**src/rtl/lpm_pkg.sv**
```systemverilog
package lpm_pkg;

  localparam int MODE_W  = 4;
  localparam int LEVEL_W = 3;
  localparam int NUM_EN  = 6;

  typedef struct packed {
    logic scg1;
    logic scg0;
    logic oscOff;
    logic cpuOff;
  } modeBits_t;

  typedef enum logic [LEVEL_W-1:0] {
    LVL_ACTIVE = 3'd0,
    LVL_SLEEP0 = 3'd1,
    LVL_SLEEP1 = 3'd2,
    LVL_SLEEP2 = 3'd3,
    LVL_SLEEP3 = 3'd4,
    LVL_SLEEP4 = 3'd5
  } pwrLevel_e;

  typedef struct packed {
    logic cpu;
    logic mclk;
    logic smclk;
    logic aclk;
    logic dcGen;
    logic xtal;
  } clkEnables_t;

  typedef struct packed {
    logic enterIsr;
    logic leaveIsr;
    logic swWrite;
  } ctlStrobe_t;

  function automatic pwrLevel_e levelOf(modeBits_t m);
    pwrLevel_e lv;
    if (!m.cpuOff)      lv = LVL_ACTIVE;
    else if (m.oscOff)  lv = LVL_SLEEP4;
    else begin
      case ({m.scg1, m.scg0})
        2'b00:   lv = LVL_SLEEP0;
        2'b01:   lv = LVL_SLEEP1;
        2'b10:   lv = LVL_SLEEP2;
        default: lv = LVL_SLEEP3;
      endcase
    end
    return lv;
  endfunction

  function automatic clkEnables_t enablesOf(pwrLevel_e lv, logic dcoSel);
    clkEnables_t e;
    e = '1;
    case (lv)
      LVL_ACTIVE: e = '1;
      LVL_SLEEP0: begin e.cpu = 1'b0; e.mclk = 1'b0; end
      LVL_SLEEP1: begin e.cpu = 1'b0; e.mclk = 1'b0; e.dcGen = dcoSel; end
      LVL_SLEEP2: begin e.cpu = 1'b0; e.mclk = 1'b0; e.smclk = 1'b0; end
      LVL_SLEEP3: begin e.cpu = 1'b0; e.mclk = 1'b0; e.smclk = 1'b0; e.dcGen = 1'b0; end
      default:    e = '0;
    endcase
    return e;
  endfunction

endpackage

```
**src/rtl/lpm_ctrl.sv**
```systemverilog
module lpm_ctrl
  import lpm_pkg::*;
(
  input  logic       clk,
  input  logic       rstN,
  input  logic       modeWrEn,
  input  logic       irqPending,
  input  logic       irqReturn,
  output ctlStrobe_t strobe,
  output logic       inService
);

  logic svcQ;

  // A wake outranks everything while idle; a return is only legal in service.
  always_comb begin
    strobe.enterIsr = irqPending && !svcQ;
    strobe.leaveIsr = irqReturn && svcQ;
    strobe.swWrite  = modeWrEn;
  end

  always_ff @(posedge clk or negedge rstN) begin
    if (!rstN)                svcQ <= 1'b0;
    else if (strobe.enterIsr) svcQ <= 1'b1;
    else if (strobe.leaveIsr) svcQ <= 1'b0;
  end

  assign inService = svcQ;

endmodule

```
**src/rtl/lpm_datapath.sv**
```systemverilog
module lpm_datapath
  import lpm_pkg::*;
(
  input  logic              clk,
  input  logic              rstN,
  input  ctlStrobe_t        strobe,
  input  logic [MODE_W-1:0] wrData,
  input  logic              dcoSel,
  output modeBits_t         liveMode,
  output pwrLevel_e         level,
  output clkEnables_t       enables
);

  modeBits_t   liveQ, shadowQ, liveD, shadowD;
  pwrLevel_e   levelQ, levelD;
  clkEnables_t enQ, enD;

  always_comb begin
    liveD   = liveQ;
    shadowD = shadowQ;
    if (strobe.enterIsr) begin
      // A write in the wake cycle is the sleep request the handler must return to.
      shadowD = strobe.swWrite ? modeBits_t'(wrData) : liveQ;
      liveD   = '0;
    end else if (strobe.leaveIsr) begin
      liveD = shadowQ;
    end else if (strobe.swWrite) begin
      liveD = modeBits_t'(wrData);
    end
    levelD = levelOf(liveD);
    enD    = enablesOf(levelD, dcoSel);
  end

  always_ff @(posedge clk or negedge rstN) begin
    if (!rstN) begin
      liveQ   <= '0;
      shadowQ <= '0;
      levelQ  <= LVL_ACTIVE;
      enQ     <= '1;
    end else begin
      liveQ   <= liveD;
      shadowQ <= shadowD;
      levelQ  <= levelD;
      enQ     <= enD;
    end
  end

  assign liveMode = liveQ;
  assign level    = levelQ;
  assign enables  = enQ;

endmodule

```
**src/rtl/lpm_gate_top.sv**
```systemverilog
module lpm_gate_top
  import lpm_pkg::*;
(
  input  logic               clk,
  input  logic               rstN,
  input  logic               modeWrEn,
  input  logic [MODE_W-1:0]  modeWrData,
  input  logic               dcoIsMclkSrc,
  input  logic               irqPending,
  input  logic               irqReturn,
  output logic               cpuEn,
  output logic               mclkEn,
  output logic               smclkEn,
  output logic               aclkEn,
  output logic               dcGenEn,
  output logic               xtalEn,
  output logic [LEVEL_W-1:0] modeLevel,
  output logic [MODE_W-1:0]  modeBits,
  output logic               inService
);

  ctlStrobe_t  strobe;
  modeBits_t   liveMode;
  pwrLevel_e   level;
  clkEnables_t enables;

  lpm_ctrl u_ctrl (
    .clk        (clk),
    .rstN       (rstN),
    .modeWrEn   (modeWrEn),
    .irqPending (irqPending),
    .irqReturn  (irqReturn),
    .strobe     (strobe),
    .inService  (inService)
  );

  lpm_datapath u_dp (
    .clk      (clk),
    .rstN     (rstN),
    .strobe   (strobe),
    .wrData   (modeWrData),
    .dcoSel   (dcoIsMclkSrc),
    .liveMode (liveMode),
    .level    (level),
    .enables  (enables)
  );

  assign cpuEn     = enables.cpu;
  assign mclkEn    = enables.mclk;
  assign smclkEn   = enables.smclk;
  assign aclkEn    = enables.aclk;
  assign dcGenEn   = enables.dcGen;
  assign xtalEn    = enables.xtal;
  assign modeLevel = level;
  assign modeBits  = liveMode;

endmodule

```
**config.mk**
```make
export PLATFORM = sky130hd
export DESIGN_NAME = lpm_gate_top
export DESIGN_NICKNAME = d
export VERILOG_FILES = /design/src/rtl/lpm_pkg.sv /design/src/rtl/lpm_ctrl.sv /design/src/rtl/lpm_datapath.sv /design/src/rtl/lpm_gate_top.sv
export SDC_FILE = /design/constraint.sdc
export NUM_CORES = 1
export LEC_CHECK = 0
export CORE_UTILIZATION = 46
export CTS_CLUSTER_SIZE = 20
export DETAILED_ROUTE_END_ITERATION = 8
export DONT_BUFFER_PORTS = 1
export GPL_ROUTABILITY_DRIVEN = 0
export SLEW_MARGIN = 0
export SYNTH_ARGS = -nofsm -noshare
export SYNTH_HDL_FRONTEND = slang
export SYNTH_HIERARCHICAL = 1
export SYNTH_SLANG_ARGS = --single-unit
```
**constraint.sdc**
```tcl
create_clock -name clk -period 2.25 [get_ports clk]
set_input_delay 0.45 -clock clk [delete_from_list [all_inputs] [get_ports clk]]
set_output_delay 0.45 -clock clk [all_outputs]
set_load 0.01 [all_outputs]
```
==> impl_results.md <==
* Via density at 5.55
* Synthesized instance count at 70
* Pins Over Slew Limit at 0
* First-pass GRT wire length at 2.16 mm
* Initial Util at about half
* Int Power at about 0.55 mW
* DR WL/cell at between 10 and 15 um
* Worst-Margin Slew at 690 ps
* Pwr/cell area at 974 nW/um^2
* Syn_nets at 83
* Register share of total power at between 50% and 60%
* Clock group share of total power at between 20% and 30%
* YS warnings at 6
* Static leakage at 0.380 nW
* H-tree depth at 1
* Max-cap violations at 0
* Clock tree sinks at 16
* Fin Setup TNS at 0 ps
* Seq/Total Area, Yosys at 51.3%
* Die width at 43.4 um
* HP Class: in -> reg
* Non-filler instance count after layout at 88
* DP Cell Count at 83
* First drt pass iteration count at 6
* Most used cell along the critical path: and2_1
* FMAX at about 0.50 GHz
* DRT iter0 DRCs at 12
* Cell Area, Synth at 790 um^2
* Layout cells sized above 1 at about a quarter
* Worst-path fanout max at 4
* Initial antenna violation count at 0
* CTS tree: built
* Worst-path clk slew at approximately 100 ps
* Worst setup SP type: flop
* Die height at 43.4 um
* Critical path arrival at 2180 ps
* FP Rows at 14
* Slew Limit Headroom at 53.9%
* Worst vdd ir at 0.523 mV
* P_sw at 0.266 mW
* Tmin final at 1980 ps
* Clock Skews at 8.86 ps
* Fin. Hold Viols at 0
* GRT Total Usage at 16.3%
* Crit end category: flop
* DRC at 2
* Cells on worst reg2reg path at 8
* Tcrit/Tclk final at 88.2%
* Core box area at 1560 um^2
* Sw Share at 32.7%
* I/O Pins at 24
* Worst hold start: irqReturn
* Worst r2r src: u_ctrl/inService
* CTS max path bufs at 2
* Final setup vio count at 0
* Full die area at 1890 um^2
* Most used DFF post-synth: dfrtp_1
* Number of port buffers at 0
* WL final at 1.27 mm
* Post-cts sizing count at 0
* Filler instances at 140
* Pin count of the biggest net entering global routing at 17
* Worst path required time at between 2000 and 2500 ps
* Status: complete, but fails checks
* Asr flop ratio synth at 100%
* Number of global-route vias before repair at 505
* Layout Utilization at 53.6%
* Start point of the critical path: u_ctrl/inService
* Worst path max stage delay at 420 ps
* Crit path capture: u_dp/enables[1]
* CP max-delay cell: a211oi_1
* Post-DP HPWL at 940 um
* Area grow syn2layout at 5.86%
* Critical path class: reg -> reg
* Final #Nets at between 80 and 90
* CTS buffer count at 3
* Remaining antenna violation count at 0
* Syn Area/Cell at 11.3 um^2
* Synth unique cells at 29
* WHS at 320 ps
* Post-synth EDFFs at 0
* Clk_lat worst skew at 290 ps
* Combinational share of power at 24.4%
* Vias at 488
* Violated checks: DRC
* Worst R2R End: u_dp/enables[1]
* GR Overflow Total at 0
* ANT cells at 0
* RSZ-0062 raised after global routing: no
* Root buf cell: clkbuf_4
* FF-to-FF setup slack at 270 ps
* CP cell instances: and2_1, inv_1, and2_1, a211oi_1, ha_1, o21bai_1, nor3b_1, o21ai_0
* Synth Register Bits at 16
synthesized netlist by cell type (2+ instances only):
master	n	area share (%)
buf_4	3	2.9
ha_1	3	4.8
a211oi_1	2	1.9
nor2b_1	2	1.6
nor2_1	6	2.9
a21oi_1	4	2.5
inv_1	6	2.9
a211o_1	2	2.2
mux2i_1	3	3.8
and2_1	3	2.4
o21ai_0	4	2.5
dfstp_2	4	13
dfrtp_1	12	38
kinds of logic after synthesis:
kind of cell | synth area share, %
AND/OR/NAND/NOR | 12.8
flip-flops | 51.3
adder cells (fa/ha/maj) | 4.75
multiplexers | 5.55
AO/OA/AOI/OAI | 17.3
buffers and inverters | 8.24
cell usage in the layout (no fill, tap or decap), types with 3 or more instances in the layout:
master,netlist,final
dfrtp_1,12,12
buf_4,3,3
dfstp_2,4,4
clkbuf_4,0,3
and2_1,3,3
inv_1,6,6
o21ai_0,4,4
a21oi_1,4,4
ha_1,3,3
mux2i_1,3,3
nor2_1,6,6
metrics by stage:
| stage | power [mW] | cell area (um^2) | worst slack, ps |
|---|---|---|---|
| finish | 0.814 | 836 | 266 |
| global placement | 0.619 | 790 | 216 |
| global route | 0.872 | 836 | 56.0 |
| floorplan | 0.594 | 790 | 247 |
| detailed placement | 0.623 | 790 | 172 |
| CTS | 0.822 | 836 | 268 |
per-layer routing:
metal / vias to the layer above / track usage (%) / wire length, um
li1: 238 / - / -
met2: 21 / 24.5 / 568
met3: 2 / 4.58 / 76
met1: 227 / 21.8 / 608
met5: - / 0 / 0
met4: 0 / 7.50 / 14
sequential cells by signal, indices dropped and copies added (netlist names):
signal / cells
u_dp/enables: 4
u_dp/liveMode: 4
u_dp/shadowQ: 4
u_dp/level: 3
u_ctrl/inService: 1
power by group through the flow:
stage / clock network (mW) / logic, mW / registers (mW)
2_1_floorplan: 0 / 0.172 / 0.422
3_3_place_gp: 0 / 0.189 / 0.430
3_5_place_dp: 0 / 0.193 / 0.430
4_1_cts: 0.198 / 0.200 / 0.425
5_1_grt: 0.214 / 0.225 / 0.432
6_report: 0.191 / 0.198 / 0.424
cell type report:
cell class,count,area (um^2),share of cell area [%]
multi-input combinational,42,319,38.2
inverter,6,22.5,2.69
tap,16,20.0,2.40
sequential,16,405,48.5
timing repair buffer,4,32.5,3.89
clock buffer,4,36.3,4.34
worst max-delay path: cells and delay by family (launching register included):
kind	cells	cell delay, ps
adder cells (fa/ha/maj)	1	240
buffers and inverters	1	110
flip-flops	1	350
AND/OR/NAND/NOR	3	500
AO/OA/AOI/OAI	3	680
worst min path at each step:
stage	depth (start not counted)	endpoint
4_1_cts	2	u_ctrl/inService
3_3_place_gp	0	u_dp/shadowQ[3]
6_report	2	u_ctrl/inService
3_5_place_dp	0	u_dp/shadowQ[3]
5_1_grt	2	u_ctrl/inService
2_1_floorplan	0	u_ctrl/inService
repair_timing:
| item | CTS | global route |
|---|---|---|
| hold endpoints to repair | 16 | 0 |
| hold buffers | 1 | 0 |
| setup buffers | 0 | 0 |
Note: power is estimated with default switching activity, not from simulation.
